===== src/rtl/uart_rx_pkg.sv =====
package uart_rx_pkg;

  typedef enum logic [2:0] {
    PAR_NONE  = 3'd0,
    PAR_ODD   = 3'd1,
    PAR_EVEN  = 3'd2,
    PAR_SPACE = 3'd3,
    PAR_MARK  = 3'd4
  } par_mode_e;

  typedef enum logic [2:0] {
    ST_IDLE, ST_START, ST_DATA, ST_PAR, ST_STOP
  } rx_state_e;

  typedef struct packed {
    logic [3:0] len;
    logic       msb;
    par_mode_e  par;
    logic       chk;
    logic       inv;
  } rx_cfg_t;

  // Force the requested data length into the supported range.
  function automatic logic [3:0] clamp_len(input logic [3:0] l);
    if (l < 4'd5) return 4'd5;
    if (l > 4'd9) return 4'd9;
    return l;
  endfunction

  function automatic logic has_parity(input par_mode_e m);
    return (m == PAR_ODD) || (m == PAR_EVEN) || (m == PAR_SPACE) || (m == PAR_MARK);
  endfunction

  // Put one received bit into the partial word.
  function automatic logic [8:0] shift_in(input logic [8:0] w, input logic b,
                                          input logic [3:0] len, input logic msb);
    if (msb) return {w[7:0], b};
    return (w >> 1) | (9'(b) << (len - 4'd1));
  endfunction

  // Return 1 when the parity bit breaks the rule of the chosen mode.
  function automatic logic parity_bad(input par_mode_e m, input logic pbit,
                                      input logic [8:0] w);
    case (m)
      PAR_ODD:   return ~(^w ^ pbit);
      PAR_EVEN:  return ^w ^ pbit;
      PAR_SPACE: return pbit;
      PAR_MARK:  return ~pbit;
      default:   return 1'b0;
    endcase
  endfunction

endpackage


===== src/rtl/uart_rx_sync.sv =====
module uart_rx_sync #(
  parameter int STAGES = 2
) (
  input  logic clk,
  input  logic rst_n,
  input  logic din,
  input  logic inv,
  output logic dout
);
  logic [STAGES-1:0] chain;

  always_ff @(posedge clk or negedge rst_n) begin
    if (!rst_n) chain[0] <= 1'b1;
    else        chain[0] <= din ^ inv;
  end

  for (genvar i = 1; i < STAGES; i++) begin : g_stage
    always_ff @(posedge clk or negedge rst_n) begin
      if (!rst_n) chain[i] <= 1'b1;
      else        chain[i] <= chain[i-1];
    end
  end

  assign dout = chain[STAGES-1];
endmodule


===== src/rtl/uart_rx_baud.sv =====
module uart_rx_baud #(
  parameter int CLKS_PER_BIT = 16
) (
  input  logic clk,
  input  logic rst_n,
  input  logic restart,
  input  logic run,
  output logic tick
);
  localparam int CNT_W = (CLKS_PER_BIT > 2) ? $clog2(CLKS_PER_BIT) : 1;
  localparam int HALF  = CLKS_PER_BIT / 2;
  localparam logic [CNT_W-1:0] LIM_HALF = CNT_W'(HALF - 1);
  localparam logic [CNT_W-1:0] LIM_FULL = CNT_W'(CLKS_PER_BIT - 1);

  logic [CNT_W-1:0] cnt;
  logic             in_half;
  logic             at_lim;

  assign at_lim = (cnt == (in_half ? LIM_HALF : LIM_FULL));
  assign tick   = run && !restart && at_lim;

  always_ff @(posedge clk or negedge rst_n) begin
    if (!rst_n) begin
      cnt     <= '0;
      in_half <= 1'b1;
    end else if (restart) begin
      cnt     <= '0;
      in_half <= 1'b1;
    end else if (run) begin
      if (at_lim) begin
        cnt     <= '0;
        in_half <= 1'b0;
      end else begin
        cnt <= cnt + 1'b1;
      end
    end
  end
endmodule


===== src/rtl/uart_rx_shift.sv =====
module uart_rx_shift
  import uart_rx_pkg::*;
(
  input  logic       clk,
  input  logic       rst_n,
  input  logic       clear,
  input  logic       en,
  input  logic       bit_in,
  input  logic [3:0] len,
  input  logic       msb,
  output logic [8:0] word
);
  always_ff @(posedge clk or negedge rst_n) begin
    if (!rst_n)     word <= '0;
    else if (clear) word <= '0;
    else if (en)    word <= shift_in(word, bit_in, len, msb);
  end
endmodule


===== src/rtl/uart_frame_rx.sv =====
module uart_frame_rx
  import uart_rx_pkg::*;
#(
  parameter int CLKS_PER_BIT = 16,
  parameter int SYNC_STAGES  = 2
) (
  input  logic       clk,
  input  logic       rst_n,
  input  logic       rx_in,
  input  logic [3:0] cfg_len,
  input  logic       cfg_msb_first,
  input  logic [2:0] cfg_parity,
  input  logic       cfg_par_check,
  input  logic       cfg_invert,
  output logic [8:0] data_out,
  output logic       data_valid,
  output logic       err_start,
  output logic       err_parity,
  output logic       err_frame
);
  rx_state_e state;
  rx_cfg_t   cfg_q;
  logic      line, line_q;
  logic      busy, fall, bit_tick, inv_eff;
  logic      start_bad, pbit;
  logic [3:0] dcnt;
  logic [8:0] word;

  assign busy    = (state != ST_IDLE);
  assign inv_eff = busy ? cfg_q.inv : cfg_invert;
  assign fall    = !busy && line_q && !line;

  uart_rx_sync #(.STAGES(SYNC_STAGES)) u_sync (
    .clk(clk), .rst_n(rst_n), .din(rx_in), .inv(inv_eff), .dout(line)
  );

  uart_rx_baud #(.CLKS_PER_BIT(CLKS_PER_BIT)) u_baud (
    .clk(clk), .rst_n(rst_n), .restart(fall), .run(busy), .tick(bit_tick)
  );

  uart_rx_shift u_shift (
    .clk(clk), .rst_n(rst_n), .clear(fall),
    .en(bit_tick && (state == ST_DATA)), .bit_in(line),
    .len(cfg_q.len), .msb(cfg_q.msb), .word(word)
  );

  always_ff @(posedge clk or negedge rst_n) begin
    if (!rst_n) begin
      state      <= ST_IDLE;
      line_q     <= 1'b1;
      cfg_q.len  <= 4'd8;
      cfg_q.msb  <= 1'b0;
      cfg_q.par  <= PAR_NONE;
      cfg_q.chk  <= 1'b0;
      cfg_q.inv  <= 1'b0;
      start_bad  <= 1'b0;
      pbit       <= 1'b0;
      dcnt       <= '0;
      data_out   <= '0;
      data_valid <= 1'b0;
      err_start  <= 1'b0;
      err_parity <= 1'b0;
      err_frame  <= 1'b0;
    end else begin
      line_q     <= line;
      data_valid <= 1'b0;
      err_start  <= 1'b0;
      err_parity <= 1'b0;
      err_frame  <= 1'b0;
      if (fall) begin
        cfg_q.len <= clamp_len(cfg_len);
        cfg_q.msb <= cfg_msb_first;
        cfg_q.par <= par_mode_e'(cfg_parity);
        cfg_q.chk <= cfg_par_check;
        cfg_q.inv <= cfg_invert;
        state     <= ST_START;
      end else if (bit_tick) begin
        case (state)
          ST_START: begin
            start_bad <= line;
            dcnt      <= '0;
            state     <= ST_DATA;
          end
          ST_DATA: begin
            dcnt <= dcnt + 4'd1;
            if (dcnt == cfg_q.len - 4'd1)
              state <= has_parity(cfg_q.par) ? ST_PAR : ST_STOP;
          end
          ST_PAR: begin
            pbit  <= line;
            state <= ST_STOP;
          end
          ST_STOP: begin
            data_out   <= word;
            data_valid <= 1'b1;
            err_start  <= start_bad;
            err_parity <= cfg_q.chk && parity_bad(cfg_q.par, pbit, word);
            err_frame  <= !line;
            state      <= ST_IDLE;
          end
          default: state <= ST_IDLE;
        endcase
      end
    end
  end
endmodule


===== config.mk =====
export PLATFORM = sky130hd
export DESIGN_NAME = uart_frame_rx
export DESIGN_NICKNAME = d
export VERILOG_FILES = /design/src/rtl/uart_rx_pkg.sv /design/src/rtl/uart_rx_sync.sv /design/src/rtl/uart_rx_baud.sv /design/src/rtl/uart_rx_shift.sv /design/src/rtl/uart_frame_rx.sv
export SDC_FILE = /design/constraint.sdc
export NUM_CORES = 1
export LEC_CHECK = 0
export ABC_AREA = 1
export BUFFER_PORTS_ARGS = -buffer_cell sky130_fd_sc_hd__buf_2
export CORE_MARGIN = 2
export CORE_UTILIZATION = 25
export DETAILED_ROUTE_END_ITERATION = 16
export SYNTH_ARGS = -nofsm -noshare
export SYNTH_HDL_FRONTEND = slang
export SYNTH_SLANG_ARGS = --single-unit

===== constraint.sdc =====
create_clock -name clk -period 1.6 [get_ports clk]
set_input_delay 0.24 -clock clk [delete_from_list [all_inputs] [get_ports clk]]
set_output_delay 0.24 -clock clk [all_outputs]
set_load 0.01 [all_outputs]

==> flow_summary_export.csv, run 1 <==
group,metric,value,unit
synth,yosysWarnings,0,
sta,fin_ws,0.05767,ns
grt,grt_pass1_vias,2219,
detailed_routing,ant_nets,0,
grt,grtUsageTotal,0.1078,
setup_path,crit_chain,"inv_2 -> ha_4 -> inv_2 -> nor2_2 -> o21ai_1 -> a21oi_1 -> nand3_1 -> nand2_2 -> nand3_1 -> o21ai_0",
worst_hold_path,holdPathStages,2,
placement,place_congestion,0.8848,
synth,synthAdderAreaFrac,0.01436,
setup_path,arrival,1.74,ns
setup_path,worst_path_max_delay_cell,"dfrtp_1",
floorplanning,die_w,106.3,um
placement,io_buffer_count,25,
clocking,clk_pin_slew,0.09,ns
sta,slew_headroom,0.7720,
synth,synth_cell_type_count,37,
detailed_routing,drc,0,
setup_path,critPathKind,"register to register",
detailed_routing,drtIter0Drc,82,
worst_hold_path,holdPathEnd,"u_sync.chain[0]",
synth,synth_xor_area_frac,0.04643,
layout,syn_to_final_growth,24.70,%
grt,grt-ovfl-total,0,
floorplanning,pin_count,26,
floorplanning,core,10230,um2
placement,dpl_cell_area,3038,um2
sta,post-route-period-util,0.9640,
detailed_routing,vias,2244,
grt,grt_pass1_wl,9770,um
floorplanning,dieArea,11290,um2
synth,ys_ff_latch,49,
setup_path,cp_slowest_stage_delay,0.37,ns
sta,min_period,1.542,ns
synth,synth_ff_type,"dfrtp_1",
sta,slew_viol_final,0,
setup_path,rr_startpoint,"cfg_q[7]",
synth,synth_area,2614,um2
synth,avgSynthCellArea,8.219,um2
floorplanning,num_rows,37,
run_status,status,"completed",
sta,worst_pin_slew,0.3420,ns
setup_path,end_kind,"register",
pwr,vdd_drop_max,0.0005771,V
sta,hold_violations,0,
pwr,finalPower,5.550,mW
synth,synth-seq-area-share,0.4715,
layout,instances_no_fill,505,
clocking,clock-sinks,49,
clocking,clock_latency,0.30,ns
setup_path,rr_worst_depth,10,
synth,synth_top_cell_by_area,"dfrtp_1",
detailed_routing,vias_per_cell,4.444,
worst_hold_path,worst_hold_startpoint,"rx_in",
grt,grt_max_degree,25,
layout,antenna_cells,0,
pwr,leakagePower,1.603,nW
detailed_routing,wl,5764,um
setup_path,r2r-end,"state[2]",
synth,synth_fp_nets,334,
worst_hold_path,hold_class,"input pin to register",
setup_path,cp.required,1.80,ns
floorplanning,start_util,0.2555,
setup_path,startpoint,"cfg_q[7]",
layout,drive_gt1_frac,0.2520,
synth,synth_compound_area_frac,0.1221,
synth,synth_mux_area_frac,0,
synth,yosysTopAreaCellShare,0.4213,
synth,synth_edf_count,0,
placement,place_inst,491,
synth,synth_area_leaders,"dfrtp_1 42%, nand2_1 11%, nand3_1 5.4%",
layout,fin_area,3259,um2
setup_path,path_max_fanout,4,
sta,setup_viol,0,
clocking,clock_path_buffers,2,
layout,fin_nets,384,
layout,finish.utilization,0.3186,
clocking,numCtsBuffers,5,
synth,synth_top_family_by_area,"simple AND/OR/NAND/NOR gates",
synth,syn-instance-count,318,
placement,place_ws,0.05847,ns
synth,synth.most_common_cell,"nand2_1",
detailed_routing,routedWlPerCell,11.41,um
detailed_routing,dr.pass1.iters,4,
setup_path,r2r_slack,0.06,ns
clocking,tritoncts,"done",
sta,timing.hold.ws,0.08790,ns
synth,yosys-top-cells-count,"79 x nand2_1, 44 x dfrtp_1, 37 x inv_1, 28 x nand3_1, 18 x o21ai_0",
sta,rsz0062_at_grt,"true",
setup_path,cp-start-kind,"register",
layout,nFillCells,1081,
run,drv_cap,0,
synth,synth_simple_gate_area_share,0.2666,
grt,antenna_found_initial,0,
clocking,clockRootBuffer,"clkbuf_8",
clocking,htree_levels,2,
sta,clock_skew,0.006317,ns
pwr,p_per_area,1703,nW/um2
synth,async_reset_ff_frac,1.000,
sta,fin_setup_tns,0,ns
placement,dp_hpwl,4333,um
sta,fmax,648.4,MHz
floorplanning,fp.dieH,106.3,um
-- what timing repair did --
action	CTS	global route
gates resized for setup	0	11
hold buffers	1	0
setup buffers	0	4
endpoints found under the setup margin	0	22
endpoints found under the hold margin	11	0
-- critical path, delay by kind of cell (launching register included) --
family                   cells  cell delay [ns]
adder cells (fa/ha/maj)      1             0.27
AND/OR/NAND/NOR              4             0.39
AO/OA/AOI/OAI                3             0.32
buffers and inverters        2             0.10
flip-flops                   1             0.37
-- placed cells by master (no fill, tap or decap), types with 2 or more instances in the layout --
cell type  count
a21oi_1       16
buf_12         2
buf_2         25
buf_4         20
bufinv_16      2
clkbuf_8       5
dfrtp_1       43
dfstp_2        5
ha_1           2
inv_1         35
inv_2          6
nand2_1       78
nand2_2        3
nand2_4        3
nand3_1       28
nand3_2        2
nor2_1        15
nor2_2         3
nor2_4         2
nor3_1         6
o21ai_0       17
o21ai_1       18
xnor2_1        5
xnor2_2        2
xor2_1         5
-- worst max-delay path by stage --
stage	endpoint	slack, ns	cells past startpoint
floorplan	state[0]	0.04	10
global placement	u_shift.word[2]	0.05	8
detailed placement	u_shift.word[2]	0.06	8
CTS	u_shift.word[2]	0.04	8
global route	state[1]	-0.10	11
finish	state[2]	0.06	10
-- final cells by class --
class	count	area (um2)	share of cell area
Clock buffer	5	68.82	0.02111
Inverter	42	160.2	0.04914
Multi-Input combinational cell	221	1221	0.3747
Sequential cell	49	1234	0.3785
Timing Repair Buffer	49	336.6	0.1033
Tap cell	136	170.2	0.05221
Clock inverter	3	68.82	0.02111
-- power by group --
part / total [mW] / switching, mW / internal (mW)
clock: 1.06 / 0.429 / 0.629
combinational: 2.60 / 1.52 / 1.07
sequential: 1.90 / 0.303 / 1.59
-- sequential cells by signal (all words and copies together) (netlist names) --
signal          cells
err_start           1
line_q              1
pbit                1
data_valid          1
err_frame           1
dcnt                4
u_sync.chain        1
u_baud.cnt          4
cfg_q              10
start_bad           1
u_baud.in_half      1
u_shift.word        9
u_sync.dout         1
data_out            9
err_parity          1
state               3
-- kinds of logic (layout without fill, tap and decap cells) --
kind of cell | Yosys count | in the layout
compound gates | 58 | 58
xor+xnor | 13 | 13
fa+ha+maj | 3 | 3
buf+inv | 49 | 99
flops | 49 | 49
simple gates | 146 | 147
-- layer usage --
metal	GRT usage	vias to the layer above	wire length, um
met5	0	-	0
met3	0.02391	7	254
met1	0.1383	1064	2686
met4	0.03383	0	62
li1	-	1124	-
met2	0.1804	49	2761
No activity file was read; power rests on OpenSTA's default activity.
==> run 2: changes to the inputs <==
CORE_ASPECT_RATIO = 1.4   (was default)
==> run 2 against run 1 <==
Clock-buffer cell count rose by 2. Routed wire length fell by 3.2%. Sequential power barely moved. Die area barely moved. Critical path type unchanged. Critical endpoint is now u_shift.word[7]. Largest cell class unchanged.
==> flow_summary_export.csv, run 2 (synthesis gave the netlist of run 1 again) <==
group,metric,value,unit
clocking,clock_latency,0.29,ns
layout,final_cell_mix,"77 x nand2_1, 44 x dfrtp_1, 35 x inv_1",
clocking,clock_path_buffers,2,
setup_path,critPathMostFrequentCell,"nand2_1",
grt,use_met1,0.1176,
setup_path,rr_worst_depth,8,
grt,grtUsageTotal,0.1056,
floorplanning,core,10290,um2
grt,grtUsageMet3,0.02470,
floorplanning,dieArea,11300,um2
setup_path,crit_chain,"inv_2 -> ha_4 -> buf_4 -> nor3_1 -> nand2_1 -> nand3_1 -> nand2_1 -> o21ai_1",
pwr,leakagePower,1.601,nW
setup_path,r2r_slack,0.1,ns
layout,antenna_cells,0,
placement,place_congestion,0.8610,
grt,gr-usage-met2,0.1942,
setup_path,cp_slowest_stage_delay,0.38,ns
placement,io_buffer_count,25,
pwr,p_comb_frac,0.448,
sta,slew_viol_final,0,
sta,hold_violations,0,
layout,largest_reg_flops,10,
worst_hold_path,hold_class,"input pin to register",
setup_path,arrival,1.72,ns
pwr,vdd_drop_max,0.0007014,V
grt,gr-max-usage-layer,"met2",
run_status,status,"completed",
clocking,clock-sinks,49,
setup_path,cp.required,1.82,ns
sta,slew_headroom,0.7684,
worst_hold_path,worst_hold_startpoint,"rx_in",
layout,nFillCells,1107,
detailed_routing,wl,5581,um
setup_path,critPathKind,"register to register",
layout,syn_to_final_growth,25.32,%
worst_hold_path,holdPathEnd,"u_sync.chain[0]",
placement,dpl_cell_area,3045,um2
detailed_routing,vias_per_cell,4.410,
setup_path,end_kind,"register",
setup_path,path_max_fanout,3,
pwr,power_switching,2.244,mW
sta,post-route-period-util,0.9392,
pwr,p_int,3.400,mW
pwr,pwr-share-clk,0.217,
layout,fin_nets,380,
layout,finish.utilization,0.3182,
clocking,numCtsBuffers,5,
setup_path,cp_top_family,"simple AND/OR/NAND/NOR gates",
detailed_routing,drc,0,
grt,grt_pass1_vias,2229,
layout,drive_gt1_frac,0.2411,
pwr,p_per_area,1723,nW/um2
grt,antenna_found_initial,0,
worst_hold_path,holdPathStages,2,
floorplanning,num_rows,44,
detailed_routing,ant_nets,0,
pwr,switching_share,0.3976,
pwr,p_seq_frac,0.335,
clocking,clk_pin_slew,0.07,ns
detailed_routing,vias,2218,
run,drv_cap,0,
sta,worst_pin_slew,0.3448,ns
setup_path,worst_path_max_delay_cell,"dfrtp_1",
sta,rsz0062_at_grt,"true",
grt,grt_max_degree,50,
detailed_routing,routedWlPerCell,11.10,um
grt,grt_pass1_wl,9708,um
clocking,tritoncts,"done",
floorplanning,die_w,90.42,um
layout,largestRegisters,"cfg_q: 10 flops, data_out: 9 flops, u_shift.word: 9 flops",
sta,fmax,665.4,MHz
floorplanning,pin_count,26,
placement,place_ws,0.02665,ns
setup_path,cp-start-kind,"register",
detailed_routing,dr.pass1.iters,4,
clocking,htree_levels,2,
setup_path,crit_buf_inv,2,
detailed_routing,drtIter0Drc,110,
sta,setup_viol,0,
setup_path,r2r-end,"u_shift.word[7]",
sta,min_period,1.503,ns
grt,grt-ovfl-total,0,
sta,fin_ws,0.09725,ns
floorplanning,start_util,0.2539,
sta,clock_skew,0.008075,ns
floorplanning,fp.dieH,125.0,um
setup_path,rr_startpoint,"cfg_q[6]",
placement,dp_hpwl,4218,um
layout,fin_area,3276,um2
layout,final_common_cell,"nand2_1",
clocking,clockRootBuffer,"clkbuf_16",
layout,regMostFlops,"cfg_q",
## run 2: cell types whose count changed in the layout (fill, tap and decap cells not counted), sizes merged
cell    previous run  this run
clkbuf             5         7
inv               43        42
buf               48        45
bufinv             2         1
nand2             84        83
## run 2: layout make-up
class / count / area, um2 / area share
Clock inverter: 1 / 30.03 / 0.009167
Timing Repair Buffer: 46 / 322.8 / 0.09855
Sequential cell: 49 / 1232 / 0.3762
Multi-Input combinational cell: 220 / 1215 / 0.3709
Tap cell: 138 / 172.7 / 0.05271
Inverter: 42 / 160.2 / 0.04889
Clock buffer: 7 / 142.6 / 0.04354
## run 2: per-stage QoR
step / setup TNS [ns] / hold slack, ns / power (mW) / cells
after CTS: 0 / 0.09769 / 5.612 / 501
final: 0 / 0.1041 / 5.644 / 503
after global placement: 0 / 0.2484 / 4.295 / 492
after floorplan: 0 / -0.05559 / 3.654 / 318
after detailed placement: 0 / 0.2532 / 4.357 / 492
after global routing: -0.09531 / 0.09597 / 6.139 / 503
## run 2: worst max-delay path by stage
stage                  start              end  slack [ns]  cells past startpoint
floorplan           cfg_q[6]         state[0]        0.04                     10
global placement    cfg_q[6]  u_shift.word[2]        0.07                      8
detailed placement  cfg_q[7]  u_shift.word[2]        0.03                      8
CTS                 cfg_q[7]  u_shift.word[2]        0.01                      8
global route        cfg_q[7]         state[0]       -0.04                     11
finish              cfg_q[6]  u_shift.word[7]         0.1                      8
## run 2: timing repair
| item | 4_1_cts | 5_1_grt |
|---|---|---|
| hold buffers | 1 | 0 |
| gates resized for setup | 0 | 11 |
| hold endpoints to repair | 44 | 0 |
| setup buffers | 0 | 2 |
| setup endpoints to repair | 0 | 12 |
## run 2: per-layer routing
metal	vias up	part of all wire	routed length (um)
met5	-	0	0
met4	0	0.017	97
met3	7	0.040	225
met2	37	0.53	2935
met1	1052	0.42	2321
li1	1122	-	-
## run 2: power groups by stage
stage | clock (mW) | combinational (mW) | sequential [mW]
finish | 1.22 | 2.53 | 1.89
global route | 1.31 | 2.89 | 1.94
CTS | 1.26 | 2.46 | 1.89
detailed placement | 0 | 2.45 | 1.91
global placement | 0 | 2.40 | 1.90
floorplan | 0 | 1.81 | 1.84
==> run 3: changes to the inputs <==
RECOVER_POWER = 25   (was default)
==> run 3 against run 2 <==
Setup slack about the same. Critical endpoint unchanged. Combinational power about the same. Maximum frequency about the same. First-iteration DRC count increased by 2.7%.
==> flow_summary_export.csv, run 3 (synthesis gave the netlist of run 1 again) <==
group,metric,value,unit
clocking,tritoncts,"done",
detailed_routing,vias_per_cell,4.408,
layout,final_common_cell,"nand2_1",
detailed_routing,drtIter0Drc,113,
setup_path,cp-start-kind,"register",
sta,post-route-period-util,0.9392,
worst_hold_path,holdPathEnd,"u_sync.chain[0]",
placement,place_congestion,0.8610,
sta,clock_skew,0.007916,ns
detailed_routing,drc,0,
floorplanning,die_w,90.42,um
setup_path,end_kind,"register",
setup_path,path_max_fanout,3,
detailed_routing,wl,5586,um
run_status,status,"completed",
sta,timing.hold.ws,0.1041,ns
sta,slew_viol_final,0,
clocking,numCtsBuffers,5,
sta,setup_viol,0,
placement,dpl_cell_area,3045,um2
sta,min_period,1.503,ns
setup_path,cp_slowest_stage_delay,0.38,ns
clocking,clock-sinks,49,
worst_hold_path,hold_class,"input pin to register",
pwr,leakagePower,1.593,nW
detailed_routing,vias,2217,
detailed_routing,dr.pass1.iters,4,
sta,hold_violations,0,
grt,grtUsageTotal,0.1056,
clocking,htree_levels,2,
layout,fin_area,3259,um2
clocking,clock_latency,0.29,ns
clocking,clock_path_buffers,2,
setup_path,rr_startpoint,"cfg_q[6]",
setup_path,critPathMostFrequentCell,"nand2_1",
sta,rsz0062_at_grt,"true",
setup_path,worst_path_max_delay_cell,"dfrtp_1",
worst_hold_path,worst_hold_startpoint,"rx_in",
placement,io_buffer_count,25,
pwr,vdd_drop_max,0.0007241,V
grt,grt_max_degree,50,
setup_path,r2r_slack,0.1,ns
grt,grt_pass1_vias,2229,
worst_hold_path,holdPathStages,2,
floorplanning,dieArea,11300,um2
layout,largestRegisters,"cfg_q: 10 flops, data_out: 9 flops, u_shift.word: 9 flops",
detailed_routing,routedWlPerCell,11.11,um
floorplanning,num_rows,44,
sta,fmax,665.5,MHz
setup_path,critPathKind,"register to register",
grt,grt_pass1_wl,9708,um
sta,worst_pin_slew,0.6805,ns
grt,antenna_found_initial,0,
floorplanning,core,10290,um2
setup_path,arrival,1.72,ns
grt,grt-ovfl-total,0,
setup_path,cp.required,1.82,ns
floorplanning,pin_count,26,
sta,fin_setup_tns,0,ns
pwr,p_per_area,1727,nW/um2
layout,syn_to_final_growth,24.70,%
detailed_routing,ant_nets,0,
setup_path,crit_chain,"inv_2 -> ha_4 -> buf_4 -> nor3_1 -> nand2_1 -> nand3_1 -> nand2_1 -> o21ai_1",
layout,final_cell_mix,"77 x nand2_1, 44 x dfrtp_1, 35 x inv_1",
layout,drive_gt1_frac,0.2384,
floorplanning,start_util,0.2539,
layout,regMostFlops,"cfg_q",
placement,dp_hpwl,4218,um
setup_path,r2r-end,"u_shift.word[7]",
layout,antenna_cells,0,
floorplanning,fp.dieH,125.0,um
clocking,clockRootBuffer,"clkbuf_16",
run,drv_cap,0,
layout,fin_nets,380,
layout,largest_reg_flops,10,
sta,slew_headroom,0.5463,
clocking,clk_pin_slew,0.07,ns
setup_path,rr_worst_depth,8,
run 3: changes by cell type in the layout (fill, tap and decap cells not counted), sizes merged:
cell	before	now
clkbuf	7	9
buf	45	43
run 3: worst max-delay path by stage:
stage | from | end | slack [ns] | depth (start not counted)
after CTS | cfg_q[7] | u_shift.word[2] | 0.01 | 8
after detailed placement | cfg_q[7] | u_shift.word[2] | 0.03 | 8
final | cfg_q[6] | u_shift.word[7] | 0.1 | 8
after floorplan | cfg_q[6] | state[0] | 0.04 | 10
after global placement | cfg_q[6] | u_shift.word[2] | 0.07 | 8
after global routing | cfg_q[7] | state[0] | -0.04 | 11
run 3: layer usage:
layer	GRT usage	vias to the layer above	wire, um	part of all wire
li1	-	1122	-	-
met1	0.1176	1052	2325	0.42
met2	0.1942	36	2939	0.53
met3	0.02470	7	223	0.040
met4	0.03891	0	97	0.017
met5	0	-	0	0
run 3: worst max-delay path: cells and delay by family, from the launching register on:
family / cells / cell delay, ns
compound gates: 1 / 0.07
fa+ha+maj: 1 / 0.21
flops: 1 / 0.38
buf+inv: 2 / 0.22
simple gates: 4 / 0.53
run 3: final cells by class:
| cell class | instances | area (um2) |
|---|---|---|
| clock buffer | 7 | 142.6 |
| clock inverter | 1 | 30.03 |
| multi-input combinational | 220 | 1215 |
| fill | 1107 | 7036 |
| timing repair buffer | 46 | 306.5 |
| inverter | 42 | 160.2 |
| tap | 138 | 172.7 |
| sequential | 49 | 1232 |
run 3: repair_timing:
item | in CTS | in global routing
gates resized for setup | 0 | 11
hold endpoints to repair | 44 | 0
buffers inserted | 0 | 2
hold buffers | 1 | 0
endpoints found under the setup margin | 0 | 12
run 3: where the power goes:
group / internal (mW) / switching, mW
logic: 1.01 / 1.50
clock network: 0.781 / 0.443
registers: 1.59 / 0.297
total: 3.38 / 2.24
run 3: through the flow:
step	util	total power, mW	worst slack (ns)	std cells
after detailed placement	0.2958	4.357	0.02665	492
final	0.3166	5.628	0.09732	503
after floorplan	-	3.654	0.03760	318
after CTS	0.3136	5.612	0.01375	501
after global placement	0.2958	4.295	0.07266	492
after global routing	0.3166	6.123	-0.04127	503
